### src/rtl/mem_map_pkg.sv
package mem_map_pkg;

    localparam int NUM_CH = 2;
    localparam int CH_A   = 0;
    localparam int CH_B   = 1;

    typedef enum logic [1:0] {
        MAP_SINGLE  = 2'd0,
        MAP_STACKED = 2'd1,
        MAP_ILV     = 2'd2
    } map_mode_e;

    // Resolve the two configuration bits into one working mode.
    function automatic map_mode_e mode_of(input logic dual, input logic ilv);
        if (!dual)
            return MAP_SINGLE;
        else if (ilv)
            return MAP_ILV;
        else
            return MAP_STACKED;
    endfunction

endpackage

### src/rtl/mapper_cfg.sv
module mapper_cfg
    import mem_map_pkg::*;
#(
    parameter int ADDR_W = 32
) (
    input  logic              clk,
    input  logic              rst,
    input  logic              busy,
    input  logic              dual,
    input  logic              ilv,
    input  logic [ADDR_W-1:0] a_size,
    input  logic [ADDR_W-1:0] b_size,
    output map_mode_e         mode_q,
    output logic [ADDR_W-1:0] a_q,
    output logic [ADDR_W-1:0] b_q
);

    // The working copy only follows the inputs while no request is held.
    always_ff @(posedge clk) begin
        if (rst) begin
            mode_q <= MAP_SINGLE;
            a_q    <= '0;
            b_q    <= '0;
        end else if (!busy) begin
            mode_q <= mode_of(dual, ilv);
            a_q    <= a_size;
            b_q    <= b_size;
        end
    end

endmodule

### src/rtl/mapper_decode.sv
module mapper_decode
    import mem_map_pkg::*;
#(
    parameter int ADDR_W    = 32,
    parameter int LINE_BITS = 6
) (
    input  map_mode_e         mode,
    input  logic [ADDR_W-1:0] a_size,
    input  logic [ADDR_W-1:0] b_size,
    input  logic [ADDR_W-1:0] addr,
    output logic              sel_b,
    output logic [ADDR_W-1:0] local_addr,
    output logic              oor
);

    localparam int UPPER_W = ADDR_W - LINE_BITS - 1;

    logic [ADDR_W:0]   limit;
    logic              above_a;
    logic [ADDR_W-1:0] squeezed;
    logic [ADDR_W-1:0] rebased;

    always_comb begin
        if (mode == MAP_SINGLE)
            limit = {1'b0, a_size};
        else
            limit = {1'b0, a_size} + {1'b0, b_size};
    end

    assign oor      = ({1'b0, addr} >= limit);
    assign above_a  = (addr >= a_size);
    assign rebased  = addr - a_size;
    assign squeezed = {1'b0, addr[ADDR_W-1 -: UPPER_W], addr[LINE_BITS-1:0]};

    always_comb begin
        unique case (mode)
            MAP_STACKED: begin
                sel_b      = above_a;
                local_addr = above_a ? rebased : addr;
            end
            MAP_ILV: begin
                sel_b      = addr[LINE_BITS];
                local_addr = squeezed;
            end
            default: begin
                sel_b      = 1'b0;
                local_addr = addr;
            end
        endcase
    end

endmodule

### src/rtl/mapper_slot.sv
module mapper_slot
    import mem_map_pkg::*;
#(
    parameter int ADDR_W = 32
) (
    input  logic              clk,
    input  logic              rst,
    input  logic              in_valid,
    output logic              in_ready,
    input  logic              in_sel_b,
    input  logic [ADDR_W-1:0] in_addr,
    input  logic              in_oor,
    input  logic [NUM_CH-1:0] out_ready,
    output logic [NUM_CH-1:0] out_valid,
    output logic [ADDR_W-1:0] out_addr,
    output logic              err,
    output logic              busy
);

    logic              held;
    logic              held_b;
    logic [ADDR_W-1:0] held_addr;
    logic              drain;
    logic              take;

    assign drain    = held && out_ready[held_b ? CH_B : CH_A];
    assign in_ready = !held || drain;
    assign take     = in_valid && in_ready;
    assign busy     = held;
    assign out_addr = held_addr;

    always_ff @(posedge clk) begin
        if (rst) begin
            held      <= 1'b0;
            held_b    <= 1'b0;
            held_addr <= '0;
            err       <= 1'b0;
        end else begin
            err <= take && in_oor;
            if (take && !in_oor) begin
                held      <= 1'b1;
                held_b    <= in_sel_b;
                held_addr <= in_addr;
            end else if (drain) begin
                held <= 1'b0;
            end
        end
    end

    for (genvar c = 0; c < NUM_CH; c++) begin : g_ch
        assign out_valid[c] = held && (held_b == (c == CH_B));
    end

endmodule

### src/rtl/chan_addr_mapper.sv
module chan_addr_mapper
    import mem_map_pkg::*;
#(
    parameter int ADDR_W    = 32,
    parameter int LINE_BITS = 6
) (
    input  logic              clk,
    input  logic              rst,
    input  logic              cfg_dual,
    input  logic              cfg_ilv,
    input  logic [ADDR_W-1:0] cfg_a_size,
    input  logic [ADDR_W-1:0] cfg_b_size,
    input  logic              req_valid,
    output logic              req_ready,
    input  logic [ADDR_W-1:0] req_addr,
    output logic              cha_valid,
    input  logic              cha_ready,
    output logic [ADDR_W-1:0] cha_addr,
    output logic              chb_valid,
    input  logic              chb_ready,
    output logic [ADDR_W-1:0] chb_addr,
    output logic              err_oor
);

    map_mode_e         mode_q;
    logic [ADDR_W-1:0] a_q;
    logic [ADDR_W-1:0] b_q;
    logic              busy;
    logic              sel_b;
    logic [ADDR_W-1:0] local_addr;
    logic              oor;
    logic [NUM_CH-1:0] rdy_vec;
    logic [NUM_CH-1:0] vld_vec;
    logic [ADDR_W-1:0] slot_addr;

    mapper_cfg #(.ADDR_W(ADDR_W)) u_cfg (
        .clk    (clk),
        .rst    (rst),
        .busy   (busy),
        .dual   (cfg_dual),
        .ilv    (cfg_ilv),
        .a_size (cfg_a_size),
        .b_size (cfg_b_size),
        .mode_q (mode_q),
        .a_q    (a_q),
        .b_q    (b_q)
    );

    mapper_decode #(.ADDR_W(ADDR_W), .LINE_BITS(LINE_BITS)) u_dec (
        .mode       (mode_q),
        .a_size     (a_q),
        .b_size     (b_q),
        .addr       (req_addr),
        .sel_b      (sel_b),
        .local_addr (local_addr),
        .oor        (oor)
    );

    assign rdy_vec[CH_A] = cha_ready;
    assign rdy_vec[CH_B] = chb_ready;

    mapper_slot #(.ADDR_W(ADDR_W)) u_slot (
        .clk       (clk),
        .rst       (rst),
        .in_valid  (req_valid),
        .in_ready  (req_ready),
        .in_sel_b  (sel_b),
        .in_addr   (local_addr),
        .in_oor    (oor),
        .out_ready (rdy_vec),
        .out_valid (vld_vec),
        .out_addr  (slot_addr),
        .err       (err_oor),
        .busy      (busy)
    );

    assign cha_valid = vld_vec[CH_A];
    assign chb_valid = vld_vec[CH_B];
    assign cha_addr  = slot_addr;
    assign chb_addr  = slot_addr;

endmodule

### config.mk
export PLATFORM = sky130hd
export DESIGN_NAME = chan_addr_mapper
export DESIGN_NICKNAME = d
export VERILOG_FILES = /design/src/rtl/mem_map_pkg.sv /design/src/rtl/mapper_cfg.sv /design/src/rtl/mapper_decode.sv /design/src/rtl/mapper_slot.sv /design/src/rtl/chan_addr_mapper.sv
export SDC_FILE = /design/constraint.sdc
export NUM_CORES = 1
export LEC_CHECK = 0
export BUFFER_PORTS_ARGS = -buffer_cell sky130_fd_sc_hd__buf_2
export CAP_MARGIN = 10
export CORE_MARGIN = 5
export CORE_UTILIZATION = 28
export DETAILED_ROUTE_END_ITERATION = 10
export PLACE_DENSITY = 0.55
export SETUP_SLACK_MARGIN = 0.1
export SYNTH_ARGS = -nofsm -noshare
export SYNTH_HDL_FRONTEND = slang
export SYNTH_HIERARCHICAL = 1
export SYNTH_SLANG_ARGS = --single-unit
### constraint.sdc
create_clock -name clk -period 4.05 [get_ports clk]
set_input_delay 0.6075 -clock clk [delete_from_list [all_inputs] [get_ports clk]]
set_output_delay 0.6075 -clock clk [all_outputs]
set_load 0.005 [all_outputs]
== Word level (Yosys, flattened, before mapping) ==
Index checks and enable logic that the tools add are counted.
Word-level totals
  register bits after elaboration: 101
  bits of input ports: 103
  output and inout port bits: 68
Cells by class
  reductions and logical operators: 11
  multiplexer cells: 12
  add/subtract/negate cells: 2
  order comparisons: 3
  bitwise gates (word level): 1
  equality and inequality tests: 2
Operator list (count)
  $pmux 32 s2: 1
  $add 32x32->33: 1
  $ge 32x33->1: 1
  $mux 33: 1
  $ge 32x32->1: 1
  $lt 32x3->1 const B: 1
  $mux 32: 1
  $sub 32x32->32: 1
  $logic_and 1x1->1: 6
  $mux 1: 6
  $mux 2: 2
  $eq 2x1->1 const B: 1
  $eq 2x2->1 const B: 1
  $logic_not 1->1: 2
  $logic_not 2->1: 1
  $pmux 1 s2: 1
  $reduce_bool 2->1: 1
  $logic_or 1x1->1: 1
  $not 1->1: 1

== Longest topological paths before layout ==
Gate-level depths: netlist (run 1).
  depth in word-level cells: 9
  depth in mapped cells: 24
  gate-level depth less buffers: 23

== By module ==
Netlist (run 1), hierarchy kept.
Modules (own cells, without submodules)
  mapper_decode: area each 5037.3 um2, instances 1, cells an instance 727
  mapper_cfg: area each 2372.3 um2, instances 1, cells an instance 215
  mapper_slot: area each 1580.3 um2, instances 1, cells an instance 152
  chan_addr_mapper: area each 240.2 um2, instances 1, cells an instance 32

== Worst setup path before layout (run 1) ==
No wires, ideal clock.
  path kind: reg-to-reg
  start point: reg u_cfg.a_q[0]
  end point: reg u_slot.held_b
  slack: -0.298 ns
  buffers on the path: 1
  data required time: 3.978 ns
  stages on the path, launching flop included: 24
  data arrival time: 4.277 ns
  setup time: 0.072 ns
  cells stage by stage: dfxtp_1 ha_1 fa_1 a21oi_1 o21ai_0 nand4_1 a21boi_0 o21ai_0 a21oi_1 a221oi_1 xnor2_1 mux2i_1 ha_1 nor2b_1 o21ai_0 a21oi_1 o31ai_1 a21oi_1 o22ai_1 a21oi_1 nand2b_1 a21oi_4 buf_8 mux2i_1
Between the ends
  cells in the longest elaborated chain, start to end: 5
  elaborated cells between the ends (all ways): 7
RTL lines
  start: declaration: line mapper_cfg.sv:14  | output logic [ADDR_W-1:0] a_q,
  start signal: assignment: line mapper_cfg.sv:26  | a_q <= a_size;
  $add 32x32->33: line mapper_decode.sv:27  | limit = {1'b0, a_size} + {1'b0, b_size};
  $mux 33 *: line mapper_decode.sv:24  | if (mode == MAP_SINGLE)
  $ge 32x33->1 *: line mapper_decode.sv:30  | assign oor = ({1'b0, addr} >= limit);
  named net oor: line chan_addr_mapper.sv:31  | logic oor;
  $logic_not 1->1 *: line mapper_slot.sv:40  | if (take && !in_oor) begin
  $logic_and 1x1->1 *: line mapper_slot.sv:40
  end signal: assignment: line mapper_slot.sv:42  | held_b <= in_sel_b;
  end: declaration: line mapper_slot.sv:21  | logic held_b;
The timed path passes the listed nets; every way through them passes the cells marked *.
A chain may end at the register's enable or synchronous reset.

== Worst setup path after layout (run 1) ==
  start point: reg u_cfg.a_q[4]
  end point: reg u_slot.held_addr[20] (netlist: u_slot/out_addr[20])
Between the ends
  cells in the longest elaborated chain, start to end: 5
  elaborated cells between the ends (all ways): 9
RTL lines
  $add 32x32->33: line mapper_decode.sv:27
  $mux 33 *: line mapper_decode.sv:24
  $ge 32x33->1 *: line mapper_decode.sv:30
  named net oor: line chan_addr_mapper.sv:31
  $logic_not 1->1 *: line mapper_slot.sv:40
  $logic_and 1x1->1 *: line mapper_slot.sv:40
  end signal: assignment: line mapper_slot.sv:43  | held_addr <= in_addr;
  end: declaration: line mapper_slot.sv:22  | logic [ADDR_W-1:0] held_addr;
Marks and branches as above.

==> results of run 1 <==
-- cells by family (layout without fill, tap and decap cells) --
group / after synthesis / after routing / synth area share
and+or+nand+nor: 337 / 337 / 0.182
AOI/OAI and AO/OA: 297 / 297 / 0.213
buffers and inverters: 132 / 395 / 0.0824
muxes: 107 / 107 / 0.116
adders and majority gates: 101 / 101 / 0.139
DFF: 101 / 101 / 0.219
xor gates and xnor gates: 51 / 51 / 0.0484
other: 0 / 6 / 0
-- cells in the final DEF, fill, tap and decap left out, types with 4 or more instances in the layout --
| cell type | instances |
|---|---|
| nand4_1 | 15 |
| diode_2 | 6 |
| inv_1 | 50 |
| nand3_1 | 16 |
| nor3_1 | 9 |
| and2_1 | 5 |
| buf_2 | 169 |
| a22oi_1 | 17 |
| o21a_1 | 7 |
| or3_1 | 5 |
| nor2b_1 | 9 |
| a21oi_2 | 4 |
| a31oi_1 | 7 |
| ha_1 | 92 |
| mux2i_1 | 106 |
| xor2_1 | 21 |
| o21bai_1 | 7 |
| o21ai_1 | 8 |
| a21o_1 | 39 |
| o2bb2ai_1 | 6 |
| and3_1 | 9 |
| nand3b_1 | 4 |
| o21ai_2 | 4 |
| buf_12 | 5 |
| ha_4 | 6 |
| xnor2_1 | 30 |
| dfxtp_1 | 92 |
| o31ai_1 | 4 |
| a21oi_1 | 80 |
| a22o_1 | 13 |
| nand2b_1 | 74 |
| buf_4 | 153 |
| o21ai_0 | 46 |
| clkbuf_16 | 10 |
| nand2_1 | 49 |
| o211ai_1 | 7 |
| nor2_1 | 118 |
| dfxtp_2 | 8 |
| a211oi_1 | 9 |
| or2_2 | 5 |
-- metrics by stage --
step | cell area, um^2 | total power [W] | util
floorplan | 9310 | 0.00222 | -
global placement | 11300 | 0.00270 | 0.346
detailed placement | 11300 | 0.00272 | 0.346
CTS | 11800 | 0.00370 | 0.363
global route | 11900 | 0.00393 | 0.366
finish | 11900 | 0.00367 | 0.366
-- power by group through the flow --
stage | Sequential, W | Clock, W | Combinational, W
floorplan | 0.00116 | 0 | 0.00106
global placement | 0.00119 | 0 | 0.00151
detailed placement | 0.00120 | 0 | 0.00153
CTS | 0.00118 | 0.000938 | 0.00158
global route | 0.00119 | 0.000972 | 0.00177
finish | 0.00117 | 0.000899 | 0.00160
-- worst min-delay path by stage --
stage	start	end	slack [ns]	depth (start not counted)
3_3_place_gp	u_slot/out_addr[3]	u_slot/out_addr[3]	0.48	2
6_report	cfg_b_size[20]	u_cfg/b_q[20]	0.47	3
5_1_grt	cfg_b_size[18]	u_cfg/b_q[18]	0.46	3
2_1_floorplan	u_cfg/mode_q[1]	u_cfg/mode_q[1]	0.46	2
3_5_place_dp	u_cfg/b_q[27]	u_cfg/b_q[27]	0.49	2
4_1_cts	cfg_b_size[12]	u_cfg/b_q[12]	0.45	3
-- routing by layer --
metal,share of wire,vias to the layer above,global-route usage,wire length (um)
met2,0.43,200,0.236,12500
met4,0.022,0,0.0525,631
met3,0.043,30,0.0188,1240
li1,-,4531,-,-
met1,0.51,3994,0.222,14700
met5,0,-,0,0
-- worst max-delay path, stage by stage, from the launching register on --
cell       delay (ns)
dfxtp_2          0.34
ha_4             0.28
o211ai_1         0.11
o211ai_1         0.35
a31oi_2          0.20
o311ai_2         0.38
buf_4            0.17
buf_4            0.10
o211ai_1         0.09
o2bb2ai_1        0.15
buf_4            0.14
xor2_1           0.13
nor2_1           0.09
a21oi_1          0.05
ha_1             0.28
and4_1           0.20
nand2b_1         0.07
nor3_2           0.12
nand3_1          0.10
nand2_1          0.07
o22ai_1          0.08
a21oi_2          0.19
nand2b_4         0.18
a21oi_4          0.04
buf_4            0.19
buf_16           0.14
mux2i_1          0.12
-- area by class of cell --
type | count | area, um^2
antenna | 6 | 15.0
clock buffer | 10 | 250
clock inverter | 6 | 51.3
fill | 3461 | 20600
inverter | 50 | 188
multi-input combinational | 893 | 6680
sequential | 101 | 2040
tap | 442 | 553
timing repair buffer | 329 | 2130
-- registers in the layout (all words and copies together), names as in the netlist --
signal           flops
u_slot/busy          1
u_cfg/a_q           32
u_cfg/b_q           32
u_slot/out_addr     32
u_slot/err           1
u_cfg/mode_q         2
u_slot/held_b        1
-- repair_timing --
action	in CTS	in global routing
setup endpoints to repair	35	35
cloned	1	0
gates resized for setup	26	13
pin swaps	20	6
buffers inserted	11	4
==> results by group, run 1 <==
Run status
  – Status: finished, violations left
  – Failing checks: negative setup slack

Logic synthesis
  – Distinct cells, synth: 75
  – Yosys top cell by area: dfxtp_1
  – Area share of the largest cell type after synthesis: 0.219
  – Syn. warnings: 6
  – Synth top area cells: dfxtp_1 22%, ha_1 13%, mux2i_1 11%
  – Synth Register Bits: 101
  – Commonest cells post-synth: 118 x nor2_1, 106 x mux2i_1, 101 x dfxtp_1
  – Asr flop ratio synth: 0
  – Syn Nets: between 1,000 and 1,500
  – Post-Syn Instances: around 1,100
  – Avg Synthesized Cell Area: a little over 8 um^2
  – Most frequent cell after synthesis: nor2_1
  – Sequential-to-total area share from yosys stat: 0.219
  – Mapped cell area: just over 0.009 mm^2
  – Post-synth EDFFs: 0
  – Ys flop type: dfxtp_1

Pwr
  – Max VDD drop: about 160 uV
  – Sequential Power Share: 0.319
  – Sw Ratio: 0.362
  – Comb power frac: 0.436
  – P_int: between 0.002 and 0.0025 W
  – Power Density: a little over 300 mW/mm^2
  – Leakage: approximately 5.5 nW
  – Clk pwr share: 0.245
  – Sw Pwr: 0.00133 W

Setup path
  – Worst Reg-to-Reg Cells: 26
  – R2R setup slack: -0.40 ns
  – Critical path start-end classification: flop to flop
  – RR Endpoint: u_slot/out_addr[20]
  – Arr. time, crit path: approximately 4.7 ns
  – CP startpoint kind: flop
  – WP data required: between 4 and 5 ns
  – Worst-path fanout max: 7
  – Setup crit end: u_slot/out_addr[20]
  – Crit end category: flop
  – RR Startpoint: u_cfg/a_q[4]
  – Crit path launch: u_cfg/a_q[4]

Global route
  – Initial antenna violation count: 6
  – Vias in the first global route: roughly 8,600
  – Maximum number of pins on one net before global-route repair: 112
  – First-pass GRT wire length: ~45,000 um
  – Gr ovfl total: 0
  – Total GRT Usage: 0.154

Timing
  – Fmax: about 220 MHz
  – Unrepaired setup endpoints after global routing: yes
  – Max-slew violations: 0
  – Layout Skew: between 0.01 and 0.015 ns
  – Min Hold Slack: 0.469 ns
  – Final min period: between 4 and 5 ns
  – Fin. Hold Viols: 0
  – Setup TNS: -12.52 ns
  – Tcrit/Tclk final: 1.10
  – Final setup violation count: 35
  – Slew headroom: 0.362
  – Final setup margin: -0.398 ns
  – Worst-Margin Slew: about 0.96 ns

Clock network
  – Total clock sinks: 101
  – CTS Root Cell: clkbuf_16
  – Clock tree buffer depth: 2
  – Hold bufs inserted after CTS: 0
  – Clk_lat worst skew: 0.37 ns
  – Max H-tree Level: 3
  – CTS tree: yes
  – Clock-pin slew on the worst setup and hold paths: around 0.08 ns
  – Number of CTS-inserted buffers: 9

Place
  – Post-DP HPWL: 23,700 um
  – PortBufs: between 150 and 200
  – RePlAce Congestion: about 0.88
  – Inst Count DP: roughly 1,800
  – Place WS: -0.514 ns

Finish
  – Nets: 1,588
  – Layout Cells excl Fill: approximately 1,800
  – Share of cells above drive strength 1: 0.292
  – Layout area overhead: 29.0%

Die
  – Initial Utilization: 0.284
  – Core box area: around 0.033 mm^2
  – Die Y: 192 um
  – I/O pin count: 171
  – DIE AREA: 0.0367 mm^2
  – DIE WIDTH: ~190 um
  – Num rows: 66

Job
  – Maxcap violations: 0

Drt
  – Initial drt markers: about 400
  – TritonRoute pass-1 iters: 5
  – Antenna Nets Post-Route: 0
  – WL/cell: 15.8 um
  – Drt drc: 0
  – Via count: a little under 9,000
  – Drt total wl: roughly 29,000 um
  – Vias per cell: 4.77

Hold path
  – Worst Hold Class: input pin to flop
Note: power is estimated with default switching activity, not from simulation.
==> run 2, diff against run 1 <==
--- a/config.mk
+++ b/config.mk
@@ -5,12 +5,13 @@
 export SDC_FILE = /design/constraint.sdc
 export NUM_CORES = 1
 export LEC_CHECK = 0
+export ABC_AREA = 1
 export BUFFER_PORTS_ARGS = -buffer_cell sky130_fd_sc_hd__buf_2
 export CAP_MARGIN = 10
 export CORE_MARGIN = 5
 export CORE_UTILIZATION = 28
 export DETAILED_ROUTE_END_ITERATION = 10
-export PLACE_DENSITY = 0.55
+export PLACE_DENSITY = 0.54
 export SETUP_SLACK_MARGIN = 0.1
 export SYNTH_ARGS = -nofsm -noshare
 export SYNTH_HDL_FRONTEND = slang
==> run 2 against run 1 <==
  * The flow now finishes without violations
  * Fmax is 16% higher
  * Routed wire length rose by 42%
  * Non-clock buffer count decreased by 59
  * Utilization decreased by 0.92 points
  * Count of clock-buffer cells in the layout did not move
  * Sequential power rose by 3%
==> results by group, run 2 <==
Run status
  – Status: finished clean

Pwr
  – P_int: 0.00240 W (+2.3%)
  – Leakage: 6.83 nW (+24%)
  – Clk pwr share: 0.208 (-0.037)
  – Sequential Power Share: 0.283 (-0.036)
  – Sw Ratio: 0.439 (+0.0774)
  – Max VDD drop: 217 uV (+36%)
  – Power Density: 319 mW/mm^2 (+3.5%)
  – Sw Pwr: 0.00188 W (+41%)
  – Comb power frac: 0.509 (+0.073)

Setup path
  – Crit-path max cell delay: 0.35 ns (-0.03 ns)
  – Arr. time, crit path: 4.16 ns (-0.54 ns)
  – CP max-delay cell: dfxtp_1
  – CP Cell Sequence: ha_1, buf_4, nand2_1, buf_4, nor4_1, nand2_1, nand2_1, xor2_1, nand2_1, o21ai_0, ha_1, nand2_1, nor4_2, buf_4, a31oi_2, a21o_1, nand2_2, clkinv_4, nand3_4, clkbuf_16, nand2_2, inv_1, nor2_1
  – Critical path start-end classification: flop to flop
  – WP buf/inv: 6 (+1)
  – Crit end category: flop
  – Largest delay contributor family on the critical path: simple AND/OR/NAND/NOR gates
  – WP data required: 4.37 ns (+0.07 ns)
  – CP startpoint kind: flop
  – Most common cell on crit path: nand2_1
  – Worst-path fanout max: 6 (-1)

Global route
  – Met2 usage: 0.332 (+0.0956)
  – Global Route met3 Usage: 0.0217 (+0.00288)
  – Vias in the first global route: 11,400 (+33%)
  – Initial antenna violation count: 2 (-4)
  – Total GRT Usage: 0.190 (+0.0358)
  – Maximum number of pins on one net before global-route repair: 68 (-39%)
  – First-pass GRT wire length: 62,700 um (+40%)
  – Most used routing layer: met2
  – Routing usage on met1: 0.247 (+0.0254)
  – Gr ovfl total: 0 (unchanged)

Logic synthesis
  – Sequential-to-total area share from yosys stat: 0.190 (-0.0287)
  – Most frequent cell after synthesis: nand2_1
  – Yosys top cell by area: dfxtp_1
  – Mapped cell area: 0.0106 mm^2 (+15%)
  – Synth Register Bits: 101 (unchanged)
  – Area share of the largest cell type after synthesis: 0.190 (-0.0287)
  – Synth top area cells: dfxtp_1 19%, nand2_1 19%, ha_1 12%
  – Commonest cells post-synth: 530 x nand2_1, 279 x inv_1, 197 x a21oi_1
  – Syn. warnings: 6 (unchanged)
  – Syn Nets: 2,011 (+51%)
  – Avg Synthesized Cell Area: 5.88 um^2 (-28%)
  – Post-Syn Instances: 1,807 (+60%)
  – Asr flop ratio synth: 0 (unchanged)
  – Post-synth EDFFs: 0 (unchanged)
  – Ys flop type: dfxtp_1
  – Distinct cells, synth: 45 (-40%)

Clock network
  – Clock-pin slew on the worst setup and hold paths: 0.08 ns (about the same)
  – CTS Root Cell: clkbuf_16
  – Total clock sinks: 101 (unchanged)
  – Clock tree buffer depth: 2 (unchanged)
  – CTS tree: yes
  – Number of CTS-inserted buffers: 9 (unchanged)
  – Clk_lat worst skew: 0.38 ns (about the same)
  – Max H-tree Level: 3 (unchanged)

Die
  – Core box area: 0.0376 mm^2 (+15%)
  – I/O pin count: 171 (unchanged)
  – Die Y: 205 um (+6.9%)
  – DIE WIDTH: 205 um (+6.9%)
  – Num rows: 71 (+7.6%)
  – Initial Utilization: 0.283 (-0.000965)
  – DIE AREA: 0.0419 mm^2 (+14%)

Timing
  – Final min period: 3.84 ns (-0.610 ns)
  – Worst-Margin Slew: 1.04 ns (+0.0820 ns)
  – Slew headroom: 0.303 (-0.0590)
  – Final setup violation count: 0 (-100%)
  – Unrepaired setup endpoints after global routing: yes
  – Layout Skew: 0.0179 ns (+0.00752 ns)
  – Setup TNS: 0 ns (+12.52 ns)
  – Fmax: 261 MHz (+16%)
  – Final setup margin: 0.213 ns (+0.610 ns)
  – Fin. Hold Viols: 0 (unchanged)
  – Tcrit/Tclk final: 0.947 (-0.151)
  – Max-slew violations: 0 (unchanged)

Finish
  – Nets: 2,198 (+38%)
  – Reg area: 0.00203 mm^2 (-0.25%)
  – Commonest non-fill, non-tap cell in the layout: nand2_1
  – Multi-input logic area: 0.00765 mm^2 (+15%)
  – Most frequent cells in the layout: 490 x nand2_1, 271 x inv_1, 172 x a21oi_1, 170 x buf_2, 127 x nor2_1
  – Finished Core Util: 0.357 (-0.00925)
  – Layout area overhead: 26.2%
  – Share of cells above drive strength 1: 0.234 (-0.0580)
  – Fin area: 0.0134 mm^2 (+13%)
  – # fillers: 4,163 (+20%)

Place
  – Place WS: -0.165 ns (+0.349 ns)
  – RePlAce Congestion: 0.927 (+5.3%)
  – Post-DP HPWL: 33,500 um (+41%)
  – Placed inst area: 0.0122 mm^2 (+8.6%)
  – PortBufs: 170 (unchanged)

Drt
  – Antenna Nets Post-Route: 0 (unchanged)
  – Vias per cell: 4.75 (-0.41%)
  – Drt total wl: 41,300 um (+42%)
  – Drt drc: 0 (unchanged)
  – Initial drt markers: 735 (+83%)
  – Via count: 11,900 (+36%)
  – WL/cell: 16.4 um (+3.7%)
  – TritonRoute pass-1 iters: 5 (unchanged)

Hold path
  – Worst Hold Class: input pin to flop

Job
  – Maxcap violations: 0 (unchanged)
==> run 2: cell count changes in the layout (fill, tap and decap cells not counted), sizes merged, moves of 12 or more <==
cell,before,now
a22o,13,0
a21o,39,8
a21oi,86,200
nand4,15,39
nand2b,75,0
a22oi,17,5
nor2,118,147
inv,53,286
mux2i,106,0
nand3,16,104
nand2,50,536
o21ai,58,93
xnor2,30,14
buf,329,268
==> run 2: layout make-up <==
| type | count | area share |
|---|---|---|
| timing repair buffer | 270 | 0.127 |
| clock buffer | 10 | 0.0178 |
| antenna | 4 | 0.000747 |
| clock inverter | 6 | 0.00355 |
| multi-input combinational | 1325 | 0.571 |
| sequential | 101 | 0.151 |
| tap | 511 | 0.0477 |
| inverter | 287 | 0.0807 |
==> run 2: cell families after synthesis <==
logic type / synth area share
flip-flops: 0.190
XOR/XNOR: 0.0198
adder cells (fa/ha/maj): 0.120
AO/OA/AOI/OAI: 0.169
buffers and inverters: 0.158
AND/OR/NAND/NOR: 0.342
==> run 2: timing repair <==
| action | CTS | global route |
|---|---|---|
| gates resized for setup | 29 | 183 |
| endpoints found under the setup margin | 34 | 35 |
| hold buffers | 0 | 0 |
| buffers inserted | 3 | 4 |
| pin swaps | 7 | 61 |
| gates cloned | 1 | 2 |
==> run 2: per-layer routing <==
metal	vias to the layer above	share of wire
met5	-	0
met4	0	0.026
met3	46	0.032
met2	232	0.49
met1	5504	0.45
li1	6150	-
==> run 2: worst reg2reg max path, delay by kind of cell (launching register included) <==
kind / cells / cell delay (ns)
flip-flops: 1 / 0.35
AO/OA/AOI/OAI: 3 / 0.44
AND/OR/NAND/NOR: 11 / 1.35
XOR/XNOR: 1 / 0.18
adder cells (fa/ha/maj): 2 / 0.64
buffers and inverters: 6 / 0.83
==> run 2: power by group through the flow <==
stage	logic, W	registers, W	clock network, W
final	0.00218	0.00121	0.000887
after global routing	0.00243	0.00123	0.000961
after CTS	0.00201	0.00120	0.000923
after detailed placement	0.00196	0.00122	0
after global placement	0.00195	0.00122	0
after floorplan	0.00133	0.00120	0
==> run 2: final timing paths <==
check / from / to / slack [ns] / cells past startpoint
worst max-delay path: u_cfg/a_q[19] / u_slot/out_addr[11] / 0.21 / 23
worst min-delay path: cfg_a_size[2] / u_cfg/a_q[2] / 0.47 / 3
worst max register to register: u_cfg/a_q[19] / u_slot/out_addr[11] / 0.21 / 23
worst min register to register: u_cfg/b_q[27] / u_cfg/b_q[27] / 0.47 / 2
==> run 2: stage by stage <==
| step | power (W) | std cells | hold slack [ns] |
|---|---|---|---|
| after floorplan | 0.00253 | 1807 | 0.447 |
| after global placement | 0.00318 | 2485 | 0.463 |
| after detailed placement | 0.00319 | 2485 | 0.465 |
| after CTS | 0.00414 | 2504 | 0.459 |
| after global routing | 0.00462 | 2512 | 0.466 |
| final | 0.00428 | 2514 | 0.472 |
